**config.mk**
```make
export PLATFORM = sky130hd
export DESIGN_NAME = vol_split_atten
export DESIGN_NICKNAME = d
export VERILOG_FILES = /design/src/rtl/vol_atten_pkg.sv /design/src/rtl/vol_code_split.sv /design/src/rtl/vol_shifter.sv /design/src/rtl/vol_out_stage.sv /design/src/rtl/vol_split_atten.sv
export SDC_FILE = /design/constraint.sdc
export NUM_CORES = 1
export LEC_CHECK = 0
export BUFFER_PORTS_ARGS = -buffer_cell sky130_fd_sc_hd__buf_2
export CORE_MARGIN = 2
export CORE_UTILIZATION = 43
export DETAILED_ROUTE_END_ITERATION = 6
export PLACE_DENSITY = 0.76
export SYNTH_ARGS = -nofsm -noshare
export SYNTH_HDL_FRONTEND = slang
export SYNTH_SLANG_ARGS = --single-unit
```
**constraint.sdc**
```tcl
create_clock -name clk -period 1.4 [get_ports clk]
set_clock_uncertainty 0.15 [all_clocks]
set_input_delay 0.28 -clock clk [delete_from_list [all_inputs] [get_ports clk]]
set_output_delay 0.28 -clock clk [all_outputs]
set_load 0.005 [all_outputs]
```
**src/rtl/vol_atten_pkg.sv**
```systemverilog
package vol_atten_pkg;

    localparam int SAMPLE_W_D        = 12;
    localparam int CODE_W_D          = 6;
    localparam int ANA_W_D           = 3;
    localparam int DIG_LEVELS_D      = 3;
    localparam int SHIFT_PER_LEVEL_D = 4;

    // Highest meaningful code: every analog step at every digital level.
    function automatic int max_code(input int ana_w, input int dig_levels);
        return dig_levels * (1 << ana_w) - 1;
    endfunction

    // Shift distance applied at a given digital level.
    function automatic int level_shift(input int level, input int per_level);
        return level * per_level;
    endfunction

endpackage

```
**src/rtl/vol_code_split.sv**
```systemverilog
module vol_code_split
    import vol_atten_pkg::*;
#(
    parameter int CODE_W     = CODE_W_D,
    parameter int ANA_W      = ANA_W_D,
    parameter int DIG_LEVELS = DIG_LEVELS_D,
    parameter int DIG_W      = $clog2(DIG_LEVELS)
) (
    input  logic [CODE_W-1:0] code,
    output logic [DIG_W-1:0]  dig_level,
    output logic [ANA_W-1:0]  ana_part
);
    localparam int TOP_CODE = max_code(ANA_W, DIG_LEVELS);

    logic [CODE_W-1:0] clamped;

    always_comb begin
        if (code > CODE_W'(TOP_CODE)) clamped = CODE_W'(TOP_CODE);
        else                          clamped = code;
        dig_level = DIG_W'(clamped >> ANA_W);
        ana_part  = ANA_W'(clamped);
    end
endmodule

```
**src/rtl/vol_shifter.sv**
```systemverilog
module vol_shifter
    import vol_atten_pkg::*;
#(
    parameter int SAMPLE_W        = SAMPLE_W_D,
    parameter int DIG_LEVELS      = DIG_LEVELS_D,
    parameter int SHIFT_PER_LEVEL = SHIFT_PER_LEVEL_D,
    parameter int DIG_W           = $clog2(DIG_LEVELS)
) (
    input  logic signed [SAMPLE_W-1:0] din,
    input  logic        [DIG_W-1:0]    level,
    output logic signed [SAMPLE_W-1:0] dout
);
    logic signed [SAMPLE_W-1:0] per_level [DIG_LEVELS];

    for (genvar g = 0; g < DIG_LEVELS; g++) begin : g_level
        assign per_level[g] = din >>> level_shift(g, SHIFT_PER_LEVEL);
    end

    always_comb begin
        dout = per_level[0];
        for (int k = 1; k < DIG_LEVELS; k++) begin
            if (level == DIG_W'(k)) dout = per_level[k];
        end
    end
endmodule

```
**src/rtl/vol_out_stage.sv**
```systemverilog
module vol_out_stage #(
    parameter int SAMPLE_W = 12,
    parameter int ANA_W    = 3
) (
    input  logic                clk,
    input  logic                rst,
    input  logic                take,
    input  logic                silence,
    input  logic [SAMPLE_W-1:0] sample,
    input  logic [ANA_W-1:0]    ana_next,
    output logic                q_valid,
    output logic [SAMPLE_W-1:0] q_data,
    output logic [ANA_W-1:0]    q_ana
);
    always_ff @(posedge clk) begin
        if (rst) begin
            q_valid <= 1'b0;
            q_data  <= '0;
            q_ana   <= '0;
        end else begin
            q_valid <= take;
            if (take) begin
                q_data <= silence ? '0 : sample;
                q_ana  <= ana_next;
            end
        end
    end
endmodule

```
**src/rtl/vol_split_atten.sv**
```systemverilog
module vol_split_atten
    import vol_atten_pkg::*;
#(
    parameter int SAMPLE_W        = SAMPLE_W_D,
    parameter int CODE_W          = CODE_W_D,
    parameter int ANA_W           = ANA_W_D,
    parameter int DIG_LEVELS      = DIG_LEVELS_D,
    parameter int SHIFT_PER_LEVEL = SHIFT_PER_LEVEL_D
) (
    input  logic                clk,
    input  logic                rst,
    input  logic                in_valid,
    input  logic [SAMPLE_W-1:0] in_data,
    input  logic [CODE_W-1:0]   atten_code,
    input  logic                mute,
    output logic                out_valid,
    output logic [SAMPLE_W-1:0] out_data,
    output logic [ANA_W-1:0]    ana_step
);
    localparam int DIG_W = $clog2(DIG_LEVELS);

    logic [DIG_W-1:0]           dig_level;
    logic [ANA_W-1:0]           ana_part;
    logic signed [SAMPLE_W-1:0] shifted;

    vol_code_split #(
        .CODE_W(CODE_W), .ANA_W(ANA_W), .DIG_LEVELS(DIG_LEVELS), .DIG_W(DIG_W)
    ) u_split (
        .code(atten_code), .dig_level(dig_level), .ana_part(ana_part)
    );

    vol_shifter #(
        .SAMPLE_W(SAMPLE_W), .DIG_LEVELS(DIG_LEVELS),
        .SHIFT_PER_LEVEL(SHIFT_PER_LEVEL), .DIG_W(DIG_W)
    ) u_shift (
        .din($signed(in_data)), .level(dig_level), .dout(shifted)
    );

    vol_out_stage #(.SAMPLE_W(SAMPLE_W), .ANA_W(ANA_W)) u_out (
        .clk(clk), .rst(rst), .take(in_valid), .silence(mute),
        .sample(shifted), .ana_next(ana_part),
        .q_valid(out_valid), .q_data(out_data), .q_ana(ana_step)
    );
endmodule

```
==> out/qor.yml, run 1 <==
outcome:
  outcome: "finished clean"
final_layout:
  drive_gt1_share_pct: 43.65
  fillers: 149
  area_growth_syn_to_layout_pct: 35.61
  num_antenna_cells: 0
  nets: 150
  layoutNonFillerInstCount: 143
timing:
  period_needed_ps: 1176
  tns_ps: 0
  rsz0062_at_grt: "no"
  max_freq_mhz: 850.0
  finalHoldViolCount: 0
  slew-limit-headroom_pct: 75.83
  setup_ws_ps: 223.6
  finalSetupViolCount: 0
  final-max-slew-violation-count: 0
  worstMarginPinSlew_ps: 362.1
  final.period_utilization_pct: 84.03
hold_path:
  min_to: "u_out.q_ana[1]$_SDFFE_PP0P_"
  worst_hold_path_type: "input port to flop"
  hp-start: "atten_code[1]"
  worstHoldPathCells: 3
critical_path:
  worst-path-buf-inv: 1
  start_kind: "flop"
  cp_slowest_cell: "dfxtp_1"
  cp_top_family: "flip-flops"
  cp.required_ps: 970
  rrSetupSlack_ps: 500
  r2r-start: "u_out.q_data[7]$_SDFFE_PP0P_"
  path_cells: "buf_2"
  crit_path_end_kind: "output pin"
  reg2reg_depth: 1
  cp_max_fo: 2
  max_stage_delay_ps: 350
  criticalPathCategory: "flop to output pin"
  critical_path.reg2reg.endpoint: "u_out.q_data[7]$_SDFFE_PP0P_"
  cp.arrival_ps: 750
global_routing:
  grt_util_all_layers_pct: 19.97
  grt_first_pass_wirelength_mm: 3.022
  grt_max_degree: 12
  grt_overflow: 0
  grt_pass1_vias: 738
  antenna_found_initial: 0
die:
  initial_utilization_pct: 44.52
  die_w_um: 45.82
  die_h_um: 45.82
  rows: 15
  die-area_mm2: 0.002099
  core_area_mm2: 0.001689
  io_pins: 38
route:
  detail_route.wl_per_cell_um: 13.02
  ant_nets: 0
  wl_mm: 1.862
  drtIter0Drc: 16
  via_per_inst: 5.385
  vias: 770
  drt-pass1-iter-count: 4
  drc: 0
clock_tree:
  htreeDepth: 1
  cts_num_sinks: 16
  clkTransAtPathRegs_ps: 90
  cts_root_buffer: "clkbuf_4"
  clk_latency_ps: 280
  cts_made_buffers: 3
  postCtsSetupBuffers: 0
  cts-resized-gates: 0
  clockBufferDepth: 2
  cts_tree: "built"
  hold_buffers: 0
power_and_ir_drop:
  p_per_area_mw_per_mm2: 887.4
  ir_worst_vdd_mv: 0.6131
  p_leak_nw: 0.4775
  p_total_mw: 0.9049
synthesis:
  syn_avg_cell_area_um2: 9.284
  ys_types: 20
  ys_ff_latch: 16
  synthCells: 81
  synthMuxAreaShare_pct: 5.990
  synth_area_um2: 752.0
  synth-simple-area-share_pct: 18.14
  synthAdderAreaFrac_pct: 0
  synth-compound-area-share_pct: 27.45
  synthXorXnorAreaFrac_pct: 0
  syn-num-nets: 103
  yosys_warnings: 0
  yosysSeqAreaShare_pct: 42.60
  synth_top_family_by_area: "compound AO/OA/AOI/OAI gates"
flow_run:
  cap_violations: 0
placement:
  portBuffers: 37
  dpl.hpwl_mm: 1.449
  pre_cts_slack_ps: -43.26
  placed_cells: 140
  routabilityCongestion: 0.7887
-- power breakdown --
part | total [mW] | switching (mW) | internal [mW]
Clock | 0.242 | 0.143 | 0.0997
Sequential | 0.490 | 0.0109 | 0.479
Combinational | 0.173 | 0.0823 | 0.0907
Total | 0.905 | 0.236 | 0.669
-- metrics by stage --
stage | hold slack, ps | cell area (um2) | util, %
2_1_floorplan | 264.4 | 752.0 | -
3_3_place_gp | 277.7 | 997.2 | 59.04
3_5_place_dp | 296.2 | 997.2 | 59.04
4_1_cts | 72.83 | 1020 | 60.37
5_1_grt | 92.44 | 1020 | 60.37
6_report | 76.34 | 1020 | 60.37
-- flip-flops by register name (all words and copies together) (netlist names) --
signal	flops
u_out.q_data	12
u_out.q_ana	3
u_out.q_valid	1
-- worst max-delay path by stage --
| stage | from | to | cells after the start |
|---|---|---|---|
| after global placement | atten_code[4] | u_out.q_data[0]$_SDFFE_PP0P_ | 5 |
| after detailed placement | atten_code[4] | u_out.q_data[8]$_SDFFE_PP0P_ | 5 |
| after CTS | u_out.q_data[10]$_SDFFE_PP0P_ | out_data[10] | 1 |
| after floorplan | atten_code[3] | u_out.q_data[10]$_SDFFE_PP0P_ | 4 |
| after global routing | atten_code[4] | u_out.q_data[8]$_SDFFE_PP0P_ | 5 |
| final | u_out.q_data[7]$_SDFFE_PP0P_ | out_data[7] | 1 |
-- layout make-up --
class / instances / area (um2) / area share, %
Timing Repair Buffer: 46 / 252.7 / 24.79
Tap cell: 17 / 21.27 / 2.086
Multi-Input combinational cell: 57 / 387.9 / 38.04
Inverter: 4 / 15.01 / 1.472
Clock buffer: 3 / 22.52 / 2.209
Sequential cell: 16 / 320.3 / 31.41
-- metal layers --
layer / global-route usage, % / wire, um
met4: 10.29 / 21
met1: 24.10 / 864
met2: 32.96 / 851
met3: 4.365 / 124
met5: 0 / 0
-- placed cells by master (no fill, tap or decap) --
| cell | n |
|---|---|
| buf_4 | 9 |
| nor3b_1 | 4 |
| o21bai_1 | 1 |
| inv_1 | 4 |
| a2bb2oi_1 | 1 |
| nor3b_4 | 1 |
| o211a_4 | 1 |
| buf_2 | 37 |
| nor2b_1 | 4 |
| or2_1 | 1 |
| o211ai_1 | 4 |
| nor2_1 | 7 |
| nand2_1 | 8 |
| o21ai_0 | 6 |
| a21oi_1 | 4 |
| a211oi_1 | 7 |
| a221o_1 | 4 |
| mux2_2 | 4 |
| dfxtp_1 | 16 |
| clkbuf_4 | 3 |
-- cell usage after synthesis --
master	number	share of area (%)
dfxtp_1	16	43
nand2_1	8	4.0
a211oi_1	7	7.0
nor2_1	7	3.5
o21ai_0	6	4.0
a21oi_1	4	2.7
a221o_1	4	5.3
inv_1	4	2.0
mux2_2	4	6.0
nor2b_1	4	3.3
nor3b_1	4	4.0
o211ai_1	4	4.0
buf_2	2	1.3
a2bb2oi_1	1	1.2
buf_4	1	1.0
buf_6	1	1.5
nor3b_4	1	2.5
o211a_4	1	2.3
o21bai_1	1	1.0
or2_1	1	0.83
-- kinds of logic (layout without fill, tap and decap cells) --
kind of cell,Yosys count,after routing
AOI/OAI and AO/OA,28,28
buffers and inverters,8,53
DFF,16,16
and+or+nand+nor,25,25
muxes,4,4
Power figures use the tool's default switching activity.
==> run 2: changes to the inputs <==
Settings changed: CORE_UTILIZATION 43 to 39, PLACE_DENSITY 0.76 to 0.73.
Clock period 1.4 ns to 0.9 ns, I/O delays scaled along.
==> out/qor.yml, run 2 (synthesized netlist as in run 1, its figures left out) <==
final_layout:
  reg_top3: "u_out.q_data: 12 flops, u_out.q_ana: 3 flops, u_out.q_valid: 1 flops"
  multi_input_comb_area_um2: 447.9  # +15%
  fin_area_mm2: 0.001297  # +27%
  drive_gt1_share_pct: 66.91  # +23 points
  nets: 160  # +6.7%
  register_area_um2: 339.1  # +5.9%
  regMostFlops: "u_out.q_data"
  layout_common_cells: "buf_2, dfxtp_2, buf_4"
  area_growth_syn_to_layout_pct: 72.55
  final_common_cell: "buf_2"
  largest_reg_flops: 12  # unchanged
  fillers: 134  # -10%
  num_antenna_cells: 0  # unchanged
  layoutNonFillerInstCount: 161  # +13%
route:
  wl_mm: 2.230  # +20%
  via_per_inst: 5.056  # -6.1%
  drtIter0Drc: 18  # +2
  drt-pass1-iter-count: 4  # unchanged
  ant_nets: 0  # unchanged
  detail_route.wl_per_cell_um: 13.85  # +6.4%
  drc: 0  # unchanged
  vias: 814  # +5.7%
power_and_ir_drop:
  sw_frac_of_total_pct: 25.98  # -0.066 points
  p_per_area_mw_per_mm2: 1179  # +33%
  combPwrFrac_pct: 25.4  # +6.3 points
  power_frac_clock_pct: 24.2  # -2.6 points
  p_leak_nw: 0.5856  # +23%
  intPower_mw: 1.132  # +69%
  power_switching_mw: 0.3973  # +69%
  ir_worst_vdd_mv: 0.9044  # +48%
  power_frac_seq_pct: 50.5  # -3.6 points
  p_total_mw: 1.529  # +69%
timing:
  max_freq_mhz: 942.1
  rsz0062_at_grt: "yes"
  final-max-slew-violation-count: 0  # unchanged
  finalHoldViolCount: 3  # +3
  worstMarginPinSlew_ps: 231.5  # -130.6 ps
  final.period_utilization_pct: 117.9
  timing.hold.ws_ps: -28.79  # -105.1 ps
  slew-limit-headroom_pct: 84.55  # +8.7 points
  tns_ps: -3111  # -3111 ps
  period_needed_ps: 1061
  setup_ws_ps: -161.4  # -385.0 ps
  finalSetupViolCount: 25  # +25
placement:
  portBuffers: 37  # unchanged
  placed_cells: 153  # +9.3%
  dpl.hpwl_mm: 1.531  # +5.7%
  placed_cell_area_mm2: 0.001076  # +7.9%
  routabilityCongestion: 0.8327  # +5.6%
die:
  die_h_um: 47.91  # +4.6%
  die_w_um: 47.91  # +4.6%
  die-area_mm2: 0.002295  # +9.3%
  io_pins: 38  # unchanged
  rows: 15  # unchanged
  core_area_mm2: 0.001764  # +4.4%
  initial_utilization_pct: 42.62  # -1.9 points
critical_path:
  r2r-start: "u_out.q_data[10]$_SDFFE_PP0P_"
  cp_top_family: "flip-flops"
  reg2reg_depth: 2  # +1
  worst-path-buf-inv: 1  # unchanged
  startpoint: "u_out.q_data[4]$_SDFFE_PP0P_"
  cp_slowest_cell: "dfxtp_2"
  worstSetupEndpoint: "out_data[4]"
  crit_cells: 1  # unchanged
  criticalPathCategory: "flop to output pin"
  cp.required_ps: 570  # -400 ps
  rrSetupSlack_ps: -120  # -620 ps
  start_kind: "flop"
  max_stage_delay_ps: 330  # -20 ps
  cp.arrival_ps: 730  # -20 ps
  critical_path.reg2reg.endpoint: "u_out.q_data[10]$_SDFFE_PP0P_"
  path_cells: "buf_2"
  crit_path_end_kind: "output pin"
  cp_max_fo: 2  # unchanged
clock_tree:
  clkTransAtPathRegs_ps: 90  # about the same
  cts_root_buffer: "clkbuf_4"
  htreeDepth: 1  # unchanged
  cts_made_buffers: 3  # unchanged
  clockBufferDepth: 2  # unchanged
  cts_num_sinks: 16  # unchanged
  clk_latency_ps: 280  # about the same
  cts_tree: "built"
hold_path:
  worstHoldPathCells: 3  # unchanged
  worst_hold_path_type: "input port to flop"
global_routing:
  grt_pass1_vias: 787  # +6.6%
  antenna_found_initial: 0  # unchanged
  grt_util_all_layers_pct: 22.05  # +2.1 points
  grt_first_pass_wirelength_mm: 3.456  # +14%
  grt_overflow: 0  # unchanged
  grt_max_degree: 12  # unchanged
outcome:
  outcome: "finished with violations"
  violations: "negative hold slack, negative setup slack"
flow_run:
  cap_violations: 0  # unchanged
run 2: cell count changes in the layout (fill, tap and decap cells not counted), moves of 5 or more:
cell     delta
buf_2      -10
buf_4       +5
buf_6      +11
dfxtp_1    -15
dfxtp_2    +15
run 2: what timing repair did:
action	CTS	global route
pin swaps	13	1
endpoints found under the hold margin	3	3
buffers inserted	3	1
cloned	1	0
gates resized for setup	32	10
endpoints found under the setup margin	27	27
run 2: power by group through the flow:
stage	registers [mW]	logic, mW	clock network, mW
after floorplan	0.782	0.141	0
after detailed placement	0.777	0.304	0
after global placement	0.777	0.297	0
after CTS	0.766	0.360	0.382
final	0.772	0.388	0.370
after global routing	0.776	0.419	0.425
run 2: per-stage QoR:
stage / worst slack, ps / utilization, %
floorplan: -286.1 / -
global placement: -408.2 / 60.99
detailed placement: -459.9 / 60.99
CTS: -164.8 / 70.21
global route: -204.0 / 73.55
finish: -161.4 / 73.55
run 2: worst min path at each step:
| stage | start | slack (ps) | end |
|---|---|---|---|
| 5_1_grt | atten_code[2] | -30 | u_out.q_ana[2]$_SDFFE_PP0P_ |
| 3_5_place_dp | atten_code[2] | 280 | u_out.q_ana[2]$_SDFFE_PP0P_ |
| 6_report | atten_code[0] | -30 | u_out.q_ana[0]$_SDFFE_PP0P_ |
| 3_3_place_gp | atten_code[2] | 270 | u_out.q_ana[2]$_SDFFE_PP0P_ |
| 2_1_floorplan | atten_code[0] | 160 | u_out.q_ana[0]$_SDFFE_PP0P_ |
| 4_1_cts | atten_code[2] | -40 | u_out.q_ana[2]$_SDFFE_PP0P_ |
run 2: layout make-up:
type / count / area share, %
Clock buffer: 3 / 1.736
Inverter: 4 / 1.157
Multi-Input combinational cell: 57 / 34.52
Sequential cell: 16 / 26.13
Tap cell: 25 / 2.411
Timing Repair Buffer: 56 / 34.04
run 2: per-layer routing:
metal  part of all wire, %  vias up  wire [um]  global-route usage (%)
met3                   2.6        2         57                   3.774
met4                  0.85        0         19                   12.43
met1                    43      388        968                   28.12
li1                      -      409          -                       -
met5                     0        -          0                       0
met2                    53       15       1185                   34.93
==> run 3: changes to the inputs <==
Settings changed: CORE_UTILIZATION 39 to 48, PLACE_DENSITY 0.73 to 0.78, SYNTH_HIERARCHICAL set to 1.
Clock period 0.9 ns to 1.17 ns, I/O delays scaled along.
==> out/qor.yml, run 3 <==
outcome:
  outcome: "finished with violations"
  violations: "negative setup slack"
die:
  rows: 16  # +1
  initial_utilization_pct: 51.08  # +8.5 points
  core_area_mm2: 0.001962  # +11%
  die-area_mm2: 0.002470  # +7.6%
  die_h_um: 49.70  # +3.7%
  die_w_um: 49.70  # +3.7%
  io_pins: 38  # unchanged
placement:
  placed_cells: 161  # +5.2%
  dpl.hpwl_mm: 1.578  # +3.0%
  routabilityCongestion: 0.7738  # -7.1%
  portBuffers: 37  # unchanged
timing:
  period_needed_ps: 1333
  finalSetupViolCount: 11  # -56%
  tns_ps: -1114  # +1997 ps
  rsz0062_at_grt: "yes"
  setup_ws_ps: -163.0  # -1.625 ps
  final.period_utilization_pct: 113.9
  final-max-slew-violation-count: 0  # unchanged
  slew-limit-headroom_pct: 80.71  # -3.8 points
  finalHoldViolCount: 0  # -3
  max_freq_mhz: 750.2
  worstMarginPinSlew_ps: 289.3  # +57.79 ps
critical_path:
  criticalPathCategory: "input port to flop"
  cp_slowest_cell: "mux2_1"
  cp.arrival_ps: 1350  # +620 ps
  path_cells: "buf_8 > or2_4 > xnor2_4 > mux2_1 > nand3b_1 > a21oi_1"
  cp_top_family: "simple AND/OR/NAND/NOR gates"
  start_kind: "input port"
  worst-path-buf-inv: 1  # unchanged
  max_stage_delay_ps: 350  # +20 ps
  cp.required_ps: 1190  # +620 ps
  cp_max_fo: 4  # +2
  crit_path_end_kind: "flop"
final_layout:
  final_common_cell: "buf_2"
  largest_reg_flops: 12  # unchanged
  drive_gt1_share_pct: 46.76  # -20 points
  nets: 162  # +1.3%
  num_antenna_cells: 0  # unchanged
  layout_common_cells: "buf_2, mux2i_1, nand2b_1, nand3b_1, a21oi_1"
  layoutNonFillerInstCount: 166  # +3.1%
  regMostFlops: "u_out/q_data"
  reg_top3: "u_out/q_data: 12 flops, u_out/q_ana: 3 flops, u_out/q_valid: 1 flops"
  area_growth_syn_to_layout_pct: 33.08
synthesis:
  ys_types: 17  # -15%
  syn-num-nets: 121  # +17%
  synth_edf_count: 0  # unchanged
  synth_async_sr_flop_share_pct: 0  # unchanged
  synth-main-ff-cell: "dfxtp_1"
  yosysTopAreaCell: "dfxtp_1"
  synth.most_common_cell: "mux2i_1"
  synth_area_mm2: 0.001002  # +33%
  syn_avg_cell_area_um2: 10.12  # +9.0%
  ys_ff_latch: 16  # unchanged
  yosys_warnings: 6  # +6
  synth_top_area_share_pct: 31.96  # -11 points
  synthCells: 99  # +22%
  yosysSeqAreaShare_pct: 31.96  # -11 points
  synthTopCellsByCount: "mux2i_1, dfxtp_1, a21oi_1, nand2b_1, nand3b_1"
  synth.area.top_cells: "dfxtp_1, mux2i_1, nand3b_1, nand2b_1, a21oi_1"
clock_tree:
  clockBufferDepth: 2  # unchanged
  postCtsSetupBuffers: 0  # -3
  cts_made_buffers: 3  # unchanged
  clk_latency_ps: 290  # about the same
  cts_tree: "built"
  cts_root_buffer: "clkbuf_4"
  cts_num_sinks: 16  # unchanged
  hold_buffers: 0
  htreeDepth: 1  # unchanged
  clkTransAtPathRegs_ps: 90  # about the same
route:
  vias: 863  # +6.0%
  drtIter0Drc: 20  # +2
  wl_mm: 2.328  # +4.4%
  drt-pass1-iter-count: 4  # unchanged
  ant_nets: 0  # unchanged
  via_per_inst: 5.199  # +2.8%
  drc: 0  # unchanged
  detail_route.wl_per_cell_um: 14.02  # +1.3%
power_and_ir_drop:
  p_per_area_mw_per_mm2: 955.3  # -19%
  ir_worst_vdd_mv: 0.6466  # -29%
  p_leak_nw: 0.6043  # +3.2%
global_routing:
  grt_max_degree: 29  # +17
  grt_overflow: 0  # unchanged
  grt_pass1_vias: 771  # -2.0%
  grt_first_pass_wirelength_mm: 3.643  # +5.4%
  grt_util_all_layers_pct: 19.44  # -2.6 points
  antenna_found_initial: 0  # unchanged
flow_run:
  cap_violations: 0  # unchanged
hold_path:
  worst_hold_path_type: "input port to flop"
## run 3: cell types whose count changed after synthesis, moves of 7 or more
| cell | change |
|---|---|
| a21oi_1 | +8 |
| mux2i_1 | +24 |
| nand2b_1 | +12 |
| nand2_1 | -8 |
| a211oi_1 | -7 |
| nand3b_1 | +12 |
## run 3: cell families (layout without fill, tap and decap cells)
logic type	Yosys count	in the layout	share of synthesized area (%)
mux	28	28	28.46
compound gates	15	15	8.615
xor+xnor	1	1	2.747
buf+inv	9	49	8.613
simple gates	30	30	19.60
flops	16	16	31.96
## run 3: per-layer routing
layer | GRT usage (%) | share of wire, %
met3 | 4.545 | 5.6
met5 | 0 | 0
met4 | 6.944 | 0.90
met2 | 30.89 | 46
met1 | 25.61 | 47
## run 3: layout make-up
class | instances | area (um2)
clock buffer | 4 | 36.28
fill | 173 | 628.1
multi-input combinational | 74 | 620.6
sequential | 16 | 332.8
tap | 27 | 33.78
timing repair buffer | 45 | 310.3
## run 3: repair_timing
action,CTS,global route
endpoints found under the setup margin,11,22
pin swaps,10,3
gates resized for setup,8,12
cloned,1,0
## run 3: final timing paths
check / start / to / slack [ps] / cells after the start
min reg2reg: u_out/q_data[6]$_SDFFE_PP0P_ / u_out/q_data[6]$_SDFFE_PP0P_ / 320 / 2
max reg2reg: u_out/q_ana[1]$_SDFFE_PP0P_ / u_out/q_ana[1]$_SDFFE_PP0P_ / 380 / 2
min: atten_code[0] / u_out/q_ana[0]$_SDFFE_PP0P_ / 130 / 4
max: atten_code[5] / u_out/q_data[9]$_SDFFE_PP0P_ / -160 / 6
## run 3: stage by stage
step | power, mW | area [um2] | worst slack, ps | utilization, % | hold WS [ps]
finish | 1.274 | 1334 | -163.0 | 67.98 | 130.8
global route | 1.348 | 1334 | -184.9 | 67.98 | 131.6
CTS | 1.274 | 1311 | -118.4 | 66.84 | 113.9
detailed placement | 0.8795 | 1217 | -470.7 | 62.05 | 313.0
global placement | 0.8703 | 1217 | -476.9 | 62.05 | 305.1
floorplan | 0.7753 | 1011 | -334.4 | - | 153.1
## run 3: report_power, final
group          leakage (nW)  switching [mW]  total [mW]  internal (mW)
clock                0.0210           0.177       0.367          0.190
sequential            0.135          0.0134       0.589          0.576
combinational         0.448           0.141       0.318          0.177
## run 3: worst register-to-register path, cell delays in order, from the launching register on
cell and delay (ps):
dfxtp_2 330, mux2i_1 140, nor2_1 60
